## src/rtl/otp_lock_pkg.sv

```systemverilog
package otp_lock_pkg;

   localparam int WORD_BITS = 32;

   typedef enum logic [1:0] {
      OP_REFRESH = 2'd0,
      OP_SHWRITE = 2'd1,
      OP_PROGRAM = 2'd2,
      OP_NSREAD  = 2'd3
   } lock_op_e;

   typedef enum logic [1:0] {
      SEL_RDLOCK = 2'd0,
      SEL_WRLOCK = 2'd1,
      SEL_PGLOCK = 2'd2,
      SEL_GLOBAL = 2'd3
   } reg_sel_e;

   // global register bit positions
   localparam int G_UPPER = 0;
   localparam int G_DEBUG = 2;
   localparam int G_PROG  = 3;
   localparam logic [3:0] G_IMPL_MASK = 4'b1101;

endpackage

```

## src/rtl/otp_lock_bank.sv

```systemverilog
module otp_lock_bank #(
   parameter int NUM_WORDS = 96,
   parameter int NUM_BANKS = 3,
   parameter int BANK_AW   = 2,
   parameter int IDX_W     = 7
) (
   input  logic               clk,
   input  logic               rst_n,
   input  logic               wr_en_i,
   input  logic [BANK_AW-1:0] wr_bank_i,
   input  logic [31:0]        wr_data_i,
   input  logic [BANK_AW-1:0] rd_bank_i,
   output logic [31:0]        rd_data_o,
   input  logic [IDX_W-1:0]   chk_idx_i,
   output logic               chk_set_o
);
   import otp_lock_pkg::*;

   localparam int TOTAL_BITS = NUM_BANKS * WORD_BITS;

   logic [31:0]           bits_q [NUM_BANKS];
   logic [TOTAL_BITS-1:0] flat;

   function automatic logic [31:0] impl_mask(int bank);
      logic [31:0] m;
      for (int k = 0; k < WORD_BITS; k++) m[k] = ((bank * WORD_BITS + k) < NUM_WORDS);
      return m;
   endfunction

   always_ff @(posedge clk or negedge rst_n) begin
      if (!rst_n) begin
         for (int b = 0; b < NUM_BANKS; b++) bits_q[b] <= '0;
      end else begin
         for (int b = 0; b < NUM_BANKS; b++)
            if (wr_en_i && wr_bank_i == BANK_AW'(b))
               bits_q[b] <= bits_q[b] | (wr_data_i & impl_mask(b));
      end
   end

   always_comb begin
      for (int b = 0; b < NUM_BANKS; b++) flat[b*WORD_BITS +: WORD_BITS] = bits_q[b];
   end

   always_comb begin
      rd_data_o = '0;
      for (int b = 0; b < NUM_BANKS; b++)
         if (rd_bank_i == BANK_AW'(b)) rd_data_o = bits_q[b];
   end

   always_comb begin
      chk_set_o = 1'b0;
      for (int w = 0; w < NUM_WORDS; w++)
         if (chk_idx_i == IDX_W'(w)) chk_set_o = flat[w];
   end

   // a set bit never falls outside reset
   a_r2_bits_sticky: assert property (@(posedge clk) disable iff (!rst_n)
      (($past(flat) & ~flat) == '0));

   // an all-zero write changes nothing
   a_r2_zero_write_inert: assert property (@(posedge clk) disable iff (!rst_n)
      (wr_en_i && wr_data_i == '0) |=> $stable(flat));

endmodule

```

## src/rtl/otp_global_lock.sv

```systemverilog
module otp_global_lock (
   input  logic       clk,
   input  logic       rst_n,
   input  logic       wr_en_i,
   input  logic [3:0] wr_data_i,
   output logic [3:0] bits_o
);
   import otp_lock_pkg::*;

   logic [3:0] g_q;

   always_ff @(posedge clk or negedge rst_n) begin
      if (!rst_n)       g_q <= '0;
      else if (wr_en_i) g_q <= g_q | (wr_data_i & G_IMPL_MASK);
   end

   assign bits_o = g_q;

   // global bits are sticky
   a_r6_global_sticky: assert property (@(posedge clk) disable iff (!rst_n)
      (($past(g_q) & ~g_q) == 4'b0000));

endmodule

```

## src/rtl/otp_access_judge.sv

```systemverilog
module otp_access_judge #(
   parameter int IDX_W      = 7,
   parameter int MAX_IDX    = 95,
   parameter int UPPER_BASE = 32
) (
   input  logic             clk,
   input  logic             rst_n,
   input  logic             req_valid_i,
   input  logic [1:0]       req_op_i,
   input  logic [IDX_W-1:0] req_idx_i,
   input  logic             rd_lock_i,
   input  logic             wr_lock_i,
   input  logic             pg_lock_i,
   input  logic             g_upper_i,
   input  logic             g_prog_i,
   input  logic             closed_i,
   output logic             grant_o,
   output logic             deny_o
);
   import otp_lock_pkg::*;

   logic     in_range, is_upper, allow;
   lock_op_e op;
   logic     grant_q, deny_q;

   assign op       = lock_op_e'(req_op_i);
   assign in_range = int'(req_idx_i) <= MAX_IDX;
   assign is_upper = int'(req_idx_i) >= UPPER_BASE;

   always_comb begin
      unique case (op)
         OP_REFRESH: allow = in_range && !rd_lock_i;
         OP_SHWRITE: allow = in_range && !wr_lock_i;
         OP_PROGRAM: allow = in_range && !pg_lock_i && !g_prog_i && !(g_upper_i && is_upper);
         OP_NSREAD:  allow = in_range && (!is_upper || !closed_i);
         default:    allow = 1'b0;
      endcase
   end

   always_ff @(posedge clk or negedge rst_n) begin
      if (!rst_n) begin
         grant_q <= 1'b0;
         deny_q  <= 1'b0;
      end else begin
         grant_q <= req_valid_i && allow;
         deny_q  <= req_valid_i && !allow;
      end
   end

   assign grant_o = grant_q;
   assign deny_o  = deny_q;

   // each request gets exactly one outcome
   a_r9_one_outcome: assert property (@(posedge clk) disable iff (!rst_n)
      req_valid_i |=> (grant_q ^ deny_q));

   // no request, no pulse
   a_r9_idle_quiet: assert property (@(posedge clk) disable iff (!rst_n)
      !req_valid_i |=> (!grant_q && !deny_q));

   // out-of-range index always denied
   a_r8_range_deny: assert property (@(posedge clk) disable iff (!rst_n)
      (req_valid_i && int'(req_idx_i) > MAX_IDX) |=> deny_q);

endmodule

```

## src/rtl/otp_word_lock_guard.sv

```systemverilog
module otp_word_lock_guard #(
   parameter int NUM_WORDS  = 96,
   parameter int MAX_IDX    = 95,
   parameter int UPPER_BASE = 32,
   localparam int NUM_BANKS = (NUM_WORDS + 31) / 32,
   localparam int BANK_AW   = (NUM_BANKS > 1) ? $clog2(NUM_BANKS) : 1,
   localparam int IDX_W     = $clog2(NUM_WORDS)
) (
   input  logic               clk,
   input  logic               rst_n,
   input  logic               closed_cfg_i,
   input  logic               bus_wr_i,
   input  logic [1:0]         bus_sel_i,
   input  logic [BANK_AW-1:0] bus_bank_i,
   input  logic [31:0]        bus_wdata_i,
   output logic [31:0]        bus_rdata_o,
   input  logic               req_valid_i,
   input  logic [1:0]         req_op_i,
   input  logic [IDX_W-1:0]   req_idx_i,
   output logic               req_grant_o,
   output logic               req_deny_o,
   output logic               dbg_cfg_lock_o
);
   import otp_lock_pkg::*;

   localparam int NUM_SETS = 3;

   if (NUM_WORDS < 2)                            $error("NUM_WORDS must be at least 2");
   if (MAX_IDX < 0 || MAX_IDX >= NUM_WORDS)      $error("MAX_IDX must index an implemented word");
   if (UPPER_BASE < 0 || UPPER_BASE > NUM_WORDS) $error("UPPER_BASE out of range");

   logic [31:0] set_rd [NUM_SETS];
   logic        set_chk [NUM_SETS];
   logic [3:0]  g_bits;
   logic        closed_q;

   // closed-device flag sampled while reset is held
   always_ff @(posedge clk) begin
      if (!rst_n) closed_q <= closed_cfg_i;
   end

   for (genvar k = 0; k < NUM_SETS; k++) begin : g_set
      otp_lock_bank #(
         .NUM_WORDS (NUM_WORDS),
         .NUM_BANKS (NUM_BANKS),
         .BANK_AW   (BANK_AW),
         .IDX_W     (IDX_W)
      ) u_bank (
         .clk       (clk),
         .rst_n     (rst_n),
         .wr_en_i   (bus_wr_i && bus_sel_i == 2'(k)),
         .wr_bank_i (bus_bank_i),
         .wr_data_i (bus_wdata_i),
         .rd_bank_i (bus_bank_i),
         .rd_data_o (set_rd[k]),
         .chk_idx_i (req_idx_i),
         .chk_set_o (set_chk[k])
      );
   end

   otp_global_lock u_global (
      .clk       (clk),
      .rst_n     (rst_n),
      .wr_en_i   (bus_wr_i && bus_sel_i == SEL_GLOBAL),
      .wr_data_i (bus_wdata_i[3:0]),
      .bits_o    (g_bits)
   );

   always_comb begin
      unique case (reg_sel_e'(bus_sel_i))
         SEL_RDLOCK: bus_rdata_o = set_rd[0];
         SEL_WRLOCK: bus_rdata_o = set_rd[1];
         SEL_PGLOCK: bus_rdata_o = set_rd[2];
         default:    bus_rdata_o = {28'd0, g_bits};
      endcase
   end

   otp_access_judge #(
      .IDX_W      (IDX_W),
      .MAX_IDX    (MAX_IDX),
      .UPPER_BASE (UPPER_BASE)
   ) u_judge (
      .clk         (clk),
      .rst_n       (rst_n),
      .req_valid_i (req_valid_i),
      .req_op_i    (req_op_i),
      .req_idx_i   (req_idx_i),
      .rd_lock_i   (set_chk[0]),
      .wr_lock_i   (set_chk[1]),
      .pg_lock_i   (set_chk[2]),
      .g_upper_i   (g_bits[G_UPPER]),
      .g_prog_i    (g_bits[G_PROG]),
      .closed_i    (closed_q),
      .grant_o     (req_grant_o),
      .deny_o      (req_deny_o)
   );

   assign dbg_cfg_lock_o = g_bits[G_DEBUG];

   // global programming lock denies any program request
   a_r6_prog_global: assert property (@(posedge clk) disable iff (!rst_n)
      (req_valid_i && req_op_i == 2'd2 && g_bits[G_PROG]) |=> req_deny_o);

   // closed device refuses non-secure reads of the upper region
   a_r7_ns_upper_closed: assert property (@(posedge clk) disable iff (!rst_n)
      (req_valid_i && req_op_i == 2'd3 && int'(req_idx_i) >= UPPER_BASE && closed_q)
      |=> req_deny_o);

endmodule

```

## config.mk

```make
export PLATFORM = sky130hd
export DESIGN_NAME = otp_word_lock_guard
export DESIGN_NICKNAME = d
export VERILOG_FILES = /design/src/rtl/otp_lock_pkg.sv /design/src/rtl/otp_lock_bank.sv /design/src/rtl/otp_global_lock.sv /design/src/rtl/otp_access_judge.sv /design/src/rtl/otp_word_lock_guard.sv
export SDC_FILE = /design/constraint.sdc
export NUM_CORES = 1
export LEC_CHECK = 0
export BUFFER_PORTS_ARGS = -buffer_cell sky130_fd_sc_hd__buf_2
export CAP_MARGIN = 25
export CELL_PAD_IN_SITES_DETAIL_PLACEMENT = 1
export CELL_PAD_IN_SITES_GLOBAL_PLACEMENT = 2
export CORE_MARGIN = 2
export CORE_UTILIZATION = 29
export CTS_BUF_LIST = sky130_fd_sc_hd__clkbuf_8
export DETAILED_ROUTE_END_ITERATION = 10
export HOLD_SLACK_MARGIN = 0.15
export PLACE_DENSITY_LB_ADDON = 0.1
export SKIP_LAST_GASP = 1
export SLEW_MARGIN = 20
export SYNTH_ARGS = -nofsm -noshare
export SYNTH_HDL_FRONTEND = slang
export SYNTH_SLANG_ARGS = --single-unit
```

## constraint.sdc

```tcl
create_clock -name clk -period 2.2 [get_ports clk]
set_input_delay 0.22 -clock clk [delete_from_list [all_inputs] [get_ports clk]]
set_output_delay 0.22 -clock clk [all_outputs]
set_load 0.02 [all_outputs]
```

Word-level counts from Yosys, hierarchy flattened --
Index checks and enable logic that the tools add are counted.
Storage, ports and cells: register bits 295, output and inout bits 35, logic and storage cells 462
Cells by class: order comparisons 2, eq/ne operators 103, mux-type cells 299, bitwise gates (word level) 10, reductions and logical operators 35
Operator list (count):
- 1-bit 2-to-1 mux | 288
- 32-bit 2-to-1 mux | 9
- 32-bit bitwise OR | 9
- 7-bit by 6-bit == test with 1-bit output (second input constant) | 32
- 7-bit == test (second input constant) | 32
- 7-bit by 5-bit == test with 1-bit output (second input constant) | 16
- 32-bit one-hot mux with 3 select lines | 1
- 7-bit by 4-bit == test with 1-bit output (second input constant) | 8
- 7-bit by 3-bit == test with 1-bit output (second input constant) | 4
- 1-bit logical AND | 22
- 7-bit by 2-bit == test with 1-bit output (second input constant) | 2
- 2-bit == test (second input constant) | 5
- 1-bit logical NOT | 8
- 7-bit by 1-bit == test with 1-bit output (second input constant) | 1
- 7-bit by 6-bit greater-or-equal comparator with 1-bit output (second input constant) | 1
- 7-bit <= comparator (second input constant) | 1
- 7-bit logical NOT | 1
- 2-bit by 1-bit == test with 1-bit output (second input constant) | 3
- 2-bit logical NOT | 3
- 4-bit bitwise OR | 1
- 1-bit one-hot mux with 4 select lines | 1
- 1-bit logical OR | 1

Longest topological paths before layout --
Gate-level depths: netlist (run 1).
depth after elaboration 104, mapped depth 13

Modules after synthesis --
A second synthesis (run 1) with hierarchy kept.
Second synthesis, totals: cells, all modules 1766, area, all modules 17331.6 um2
By module, submodules not included:
- otp_lock_bank | times used 3, cells an instance 555, area each 5434.0 um2
- otp_word_lock_guard | times used 1, cells an instance 79, area each 795.8 um2
- otp_access_judge | times used 1, cells an instance 14, area each 125.1 um2
- otp_global_lock | times used 1, cells an instance 8, area each 108.9 um2

Worst setup path before layout (run 1) --
No wires, ideal clock.
path type input port to output port, from input port bus_bank_i[1], to output port bus_rdata_o[10], arrival time 1.959 ns, data required time 1.980 ns, setup slack 0.021 ns, cell stages on the path 9, buffers on the path 4, cell sequence clkbuf_1 nor2b_1 clkbuf_1 clkbuf_1 buf_1 nand2_1 o211ai_1 o21ai_0 o22ai_1
Between the ends: cells in the longest elaborated chain, start to end 5, elaborated cells on any way between the ends 13, those cells by class 2 x eq/ne; 10 x mux; 1 x reduce/logical
RTL lines:
- from (decl) | RTL line otp_word_lock_guard.sv:14 | input logic [BANK_AW-1:0] bus_bank_i,
- 2-bit logical NOT | RTL line otp_lock_bank.sv:47 | if (rd_bank_i == BANK_AW'(b)) rd_data_o = bits_q[b];
- 32-bit 2-to-1 mux (3 in a row) | RTL line otp_lock_bank.sv:47
- 32-bit one-hot mux with 3 select lines (*) | RTL line otp_word_lock_guard.sv:70 | unique case (reg_sel_e'(bus_sel_i))
- to (decl) | RTL line otp_word_lock_guard.sv:16 | output logic [31:0] bus_rdata_o,
Mark *: on every way between the ends. The rest lies on a longest branch, timed or not.

Worst setup path after layout (run 1) --
from register g_set[1].u_bank.bits_q[71] (netlist name), to register u_judge.deny_q (netlist: u_judge.deny_o)
Between the ends: cells in the longest elaborated chain, start to end 94
RTL lines:
- from (decl) | RTL line otp_lock_bank.sv:21 | logic [31:0] bits_q [NUM_BANKS];
- from (signal, indexed assignment) | RTL line otp_lock_bank.sv:36 | bits_q[b] <= bits_q[b] | (wr_data_i & impl_mask(b));
- 1-bit 2-to-1 mux (89 in a row) | RTL line otp_lock_bank.sv:53 | if (chk_idx_i == IDX_W'(w)) chk_set_o = flat[w];
- 1-bit logical NOT | RTL line otp_access_judge.sv:33 | OP_SHWRITE: allow = in_range && !wr_lock_i;
- 1-bit logical AND | RTL line otp_access_judge.sv:33
- 1-bit one-hot mux with 4 select lines | RTL line otp_access_judge.sv:31 | unique case (op)
- 1-bit logical NOT | RTL line otp_access_judge.sv:46 | deny_q <= req_valid_i && !allow;
- 1-bit logical AND | RTL line otp_access_judge.sv:46
- to (signal assigned) | RTL line otp_access_judge.sv:46
- to (decl) | RTL line otp_access_judge.sv:24 | logic grant_q, deny_q;
No other way between the ends. A chain may end at the register's enable or synchronous reset.

==> summary.txt, run 1 <==
Run status
  – Outcome: complete, but fails checks
  – Failing checks: negative setup slack

Final layout
  – Layout cells sized above 1: 31.0%
  – Multi-input logic area: 8220 sq um
  – Final instance area: 22000 sq um
  – Nets@finish: 2054
  – Seq. cell area: 7370 sq um
  – Layout area overhead: 36.1%
  – Fill cells: 6210

Floorplan
  – Starting density of the core: 29.4%
  – Row Count: 86
  – Top Ports: 85
  – Total die area: 57700 sq um
  – Die height: 240 microns
  – Core footprint: 55100 sq um
  – DIE WIDTH: 240 microns

Synthesis
  – Synthesis Warnings: 0
  – Main synth FF type: dfrtp_1
  – Synthesized area: 16200 sq um
  – Cells after Synth: 1605
  – Post-synth EDFFs: 1
  – Share of the synthesized area in the top cell type: 45.3%
  – Post-Syn Nets: 1655
  – Post-synth top cells: dfrtp_1, a21o_1, mux2i_1
  – Sequential area share after synthesis: 45.5%
  – Ranking of synthesized cells by area: dfrtp_1, a21o_1, mux2i_1
  – Synth Area per Inst: 10.1 sq um
  – Async S/R FF share, synth: 99.7%
  – Cell with the most instances after synthesis: dfrtp_1
  – Netlist cell types: 84
  – #FFs+latches synth: 294
  – Largest area contributor in the netlist: dfrtp_1

STA
  – Setup violations, final: 4
  – RSZ-0062 raised after global routing: true
  – Slew HR: 49.7%
  – Highest Clock Rate: 423 MHz
  – Final hold slack: 234 ps
  – Final Hold Fails: 0
  – Final Max Tran Viols: 0
  – Post-layout min period: 2360 ps
  – Final period util: 107%
  – Worst slew pin tran: 750 ps
  – Post-route setup TNS: -431 ps
  – Setup Skew: 21.6 ps
  – Fin worst setup slack: -163 ps

Worst setup path
  – Critical Path Fanout Max: 2
  – Critical path's largest stage delay: 520 ps
  – WP data required: 2750 ps
  – Reg2Reg Depth: 8
  – Setup crit end kind: register
  – Kind of critical path: register to register
  – Startpoint types: register
  – Critical Path Slowest Stage Cell: mux4_2
  – WP data arrival: 2920 ps
  – CP cell instances: mux4_2 > nand2_1 > and4bb_2 > o21ai_2 > a221oi_2 > o41ai_2 > a211o_1 > o21a_1

Drt
  – Vias: 15203
  – Drt pass-1 iters: 5
  – Detail Route Antenna Nets: 0
  – DR iter-0 viols: 1022
  – Wirelength per Cell: 28.7 microns
  – DR vias/cell: 5.44
  – Residual DRC count: 0
  – Final WL: 80200 microns

Place
  – GP Congestion: 0.964
  – Port bufs: 84
  – Placed Area: 20200 sq um
  – Post-DP HPWL: 59900 microns

Global routing
  – GRT Util Overall: 28.2%
  – GRT overflow: 0
  – Largest net degree at the start of global routing: 57
  – Vias in the first global route: 16350
  – Initial antenna violation count: 3
  – First-pass GRT wire length: 117000 microns

Clocking
  – Num CTS Buffers: 57
  – H-tree depth: 2
  – CTS Sinks: 294
  – Maximum root-to-sink buffer count: 3
  – Clk Tree Root Cell: clkbuf_8
  – Clock transition at path regs: 60 ps
  – CTS tree: built
  – Clock Latency Late Sink: 670 ps

Pwr
  – Max VDD drop: 471 uV
  – Pwr dens: 845 nW/um^2
  – Static Leak: 10.7 nW

Run
  – Max-cap viol count: 0

Hold path
  – Hold depth: 3
  – Hold Path Class: primary input to register
[report_power, final]
part           total (mW)  switching (mW)  internal (mW)
Sequential           7.85            1.25           6.60
Clock                5.62            2.55           3.08
Combinational        5.13            2.50           2.63
[area by class of cell]
class	instances	share of cell area (%)
multi-input cells	1133	37.3
clock inverters	33	0.846
diodes	1	0.0114
inverters	9	0.153
repair buffers	509	19.6
clock buffers	70	4.37
flip-flops and latches	294	33.4
well taps	748	4.25
[stage by stage]
step | util [%] | worst slack (ps) | std cells | power [mW]
after floorplan | - | 21.3 | 1605 | 9.88
after global placement | 36.6 | -737 | 2646 | 12.7
after detailed placement | 36.6 | -649 | 2646 | 12.8
after CTS | 39.7 | -201 | 2787 | 18.7
after global routing | 40.0 | -250 | 2797 | 19.6
final | 40.0 | -163 | 2797 | 18.6
[worst max-delay path, delay by kind of cell (launching register included)]
| family | cells | cell delay, ps |
|---|---|---|
| AOI/OAI and AO/OA | 5 | 940 |
| DFF | 1 | 430 |
| muxes | 1 | 520 |
| and+or+nand+nor | 2 | 380 |
[cell usage in the layout (no fill, tap or decap), types with 36 or more instances in the layout]
| master | netlist | final |
|---|---|---|
| clkbuf_8 | 0 | 70 |
| buf_2 | 27 | 59 |
| a21oi_1 | 68 | 65 |
| o22ai_1 | 50 | 44 |
| dfrtp_1 | 293 | 287 |
| o21ai_0 | 107 | 86 |
| dlygate4sd3_1 | 0 | 36 |
| buf_12 | 0 | 40 |
| o211ai_1 | 40 | 40 |
| buf_4 | 10 | 360 |
| a21o_1 | 291 | 291 |
| mux2i_1 | 139 | 135 |
| nand2_1 | 103 | 103 |
| nor2_1 | 65 | 58 |
[timing repair]
action / CTS / global route
hold buffers: 37 / 0
endpoints found under the hold margin: 588 / 0
resized for setup: 43 / 43
gates cloned: 0 / 0
setup endpoints to repair: 16 / 24
buffers inserted: 3 / 13
pin swaps: 19 / 23
[sequential cells by signal, indices dropped and copies added, names as in the netlist]
| register | flops |
|---|---|
| u_judge.deny_o | 1 |
| u_global.bits_o | 3 |
| u_judge.grant_o | 1 |
| closed_q | 1 |
| g_set.u_bank.bits_q | 288 |
[worst paths after layout]
kind	from	endpoint	slack, ps
setup / recovery	g_set[1].u_bank.bits_q[71]	u_judge.deny_o	-160
hold / removal	bus_sel_i[1]	u_global.bits_o[0]	230
setup reg to reg	g_set[1].u_bank.bits_q[71]	u_judge.deny_o	-160
hold reg to reg	g_set[0].u_bank.bits_q[32]	g_set[0].u_bank.bits_q[32]	480
max in group asynchronous	rst_n	g_set[1].u_bank.bits_q[48]	1360
min in group asynchronous	rst_n	g_set[0].u_bank.bits_q[0]	300
[cell families after synthesis]
family / after synthesis / share of synthesized area (%)
mux: 174 / 11.8
buf+inv: 178 / 5.04
simple gates: 286 / 8.83
compound gates: 673 / 28.8
flops: 294 / 45.5
[routing by layer]
metal	track usage (%)	vias up	share of wire [%]	routed length [microns]
met5	0	-	0.034	27
met4	8.11	4	2.6	2120
met3	3.98	121	4.4	3520
met2	45.5	363	46	37300
met1	39.4	7940	46	37300
li1	-	6775	-	-
Power figures use the tool's default switching activity.
==> run 2: changes to the inputs <==
--- a/config.mk
+++ b/config.mk
@@ -13,6 +13,7 @@
 export CORE_UTILIZATION = 29
 export CTS_BUF_LIST = sky130_fd_sc_hd__clkbuf_8
 export DETAILED_ROUTE_END_ITERATION = 10
+export GPL_ROUTABILITY_DRIVEN = 0
 export HOLD_SLACK_MARGIN = 0.15
 export PLACE_DENSITY_LB_ADDON = 0.1
 export SKIP_LAST_GASP = 1
==> constraint.sdc (replaced) <==
create_clock -name clk -period 2.11 [get_ports clk]
set_input_delay 0.211 -clock clk [delete_from_list [all_inputs] [get_ports clk]]
set_output_delay 0.211 -clock clk [all_outputs]
set_load 0.02 [all_outputs]
==> run 2 against run 1 <==
Net effect:
- setup slack worse by 75 ps
- sequential share of layout area fell by 0.27 points
- the run still ends with negative setup slack left
- clock power increased by 3%
- die area stayed put
- sequential power increased by 5.2%
- total power up 4.8%
- register-to-register slack got worse by 80 ps
- combinational power rose by 6.2%
- clock skew rose by 1.6 ps
- utilization is 0.35 points higher
- largest power group unchanged
==> summary.txt, run 2 (synthesis results as in run 1) <==
Run status
  – Outcome: complete, but fails checks
  – Failing checks: negative setup slack

Floorplan
  – DIE WIDTH: 240 microns
  – Starting density of the core: 29.4%
  – Die height: 240 microns
  – Total die area: 57700 sq um
  – Row Count: 86
  – Top Ports: 85
  – Core footprint: 55100 sq um

Drt
  – Vias: 15332
  – Drt pass-1 iters: 5
  – Detail Route Antenna Nets: 0
  – Wirelength per Cell: 27.9 microns
  – DR vias/cell: 5.47
  – Final WL: 78100 microns
  – DR iter-0 viols: 1199
  – Residual DRC count: 0

Clocking
  – Clock transition at path regs: 60 ps
  – CTS Sinks: 294
  – Clk Tree Root Cell: clkbuf_8
  – Maximum root-to-sink buffer count: 3
  – Clock Latency Late Sink: 650 ps
  – Num CTS Buffers: 57
  – CTS tree: built
  – H-tree depth: 2

Global routing
  – First-pass GRT wire length: 115000 microns
  – Largest net degree at the start of global routing: 80
  – Initial antenna violation count: 3
  – GRT overflow: 0
  – Vias in the first global route: 16219
  – GRT Util Overall: 27.3%

STA
  – Final period util: 111%
  – Worst slew pin tran: 1150 ps
  – Post-layout min period: 2350 ps
  – Fin worst setup slack: -238 ps
  – Final Max Tran Viols: 0
  – Slew HR: 23.0%
  – RSZ-0062 raised after global routing: true
  – Setup Skew: 23.2 ps
  – Setup violations, final: 5
  – Highest Clock Rate: 426 MHz
  – Final Hold Fails: 0

Final layout
  – Post-Layout Cell Count: 2802
  – Fin util: 40.3%
  – Fill cells: 6162
  – Final instance area: 22200 sq um
  – Max FFs per register: 288
  – Multi-input logic area: 8260 sq um
  – Nets@finish: 2057
  – Layout area overhead: 37.3%
  – Leading cell type in the layout, fill and taps excluded: buf_4
  – Biggest register: g_set.u_bank.bits_q
  – Commonest non-fill, non-tap cells in the layout: buf_4, a21o_1, dfrtp_1
  – Seq. cell area: 7370 sq um
  – Layout cells sized above 1: 31.4%

Worst setup path
  – Reg2reg end: u_judge.deny_o
  – Startpoint types: register
  – Setup crit end kind: register
  – Kind of critical path: register to register
  – R2R setup slack: -240 ps
  – R2R Path Start: g_set[1].u_bank.bits_q[71]
  – WP data required: 2660 ps
  – Reg2Reg Depth: 8
  – WP data arrival: 2890 ps
  – Critical Path Fanout Max: 2

Pwr
  – Static Leak: 10.7 nW
  – Pwr dens: 878 nW/um^2
  – Max VDD drop: 470 uV
  – Final Power: 19.5 mW

Place
  – Inst Count DP: 2643
  – Post-DP HPWL: 58100 microns
  – Port bufs: 84
  – Placed Area: 20300 sq um

Run
  – Max-cap viol count: 0

Hold path
  – Hold Path Class: primary input to asynchronous set/reset pin
run 2: timing repair:
action / 4_1_cts / 5_1_grt
endpoints found under the hold margin: 588 / 0
gates resized for setup: 74 / 56
pin swaps: 27 / 38
gates cloned: 0 / 0
buffers inserted: 8 / 12
endpoints found under the setup margin: 29 / 34
hold buffers: 37 / 0
run 2: stage by stage:
stage | setup slack (ps) | setup TNS, ps | hold WS [ps]
finish | -238 | -566 | 209
global route | -319 | -2390 | 209
CTS | -250 | -1150 | 185
detailed placement | -758 | -1510 | 126
global placement | -700 | -1400 | 124
floorplan | -15.2 | -15.2 | -84.6
run 2: worst max-delay path by stage:
stage                      endpoint  slack (ps)                        from
finish               u_judge.deny_o        -240  g_set[1].u_bank.bits_q[71]
global placement    u_judge.grant_o        -700                req_idx_i[1]
global route         u_judge.deny_o        -320  g_set[1].u_bank.bits_q[71]
CTS                  u_judge.deny_o        -250  g_set[1].u_bank.bits_q[71]
detailed placement   u_judge.deny_o        -760                req_idx_i[1]
floorplan            u_judge.deny_o         -20                req_idx_i[0]
run 2: final cells by class:
class	count	area share, %
Clock inverter	33	0.732
Antenna cell	2	0.0225
Multi-Input combinational cell	1133	37.1
Sequential cell	294	33.2
Timing Repair Buffer	512	20.2
Tap cell	748	4.21
Clock buffer	71	4.40
Inverter	9	0.152
run 2: critical path, stage by stage, from the launching register on:
cell	delay, ps
dfrtp_1	410
mux4_2	510
nand2_2	90
and4bb_1	260
o21ai_2	80
a221oi_2	300
o41ai_2	100
a211o_1	300
o21a_1	180
run 2: where the power goes:
part,total [mW],internal [mW],switching [mW]
clock network,5.80,3.13,2.68
registers,8.26,6.88,1.38
logic,5.45,2.86,2.59
run 2: routing by layer:
metal / global-route usage, % / share of wire (%)
met1: 38.8 / 47
met2: 43.7 / 46
met3: 3.72 / 4.1
met4: 6.70 / 2.2
met5: 0 / 0.0090
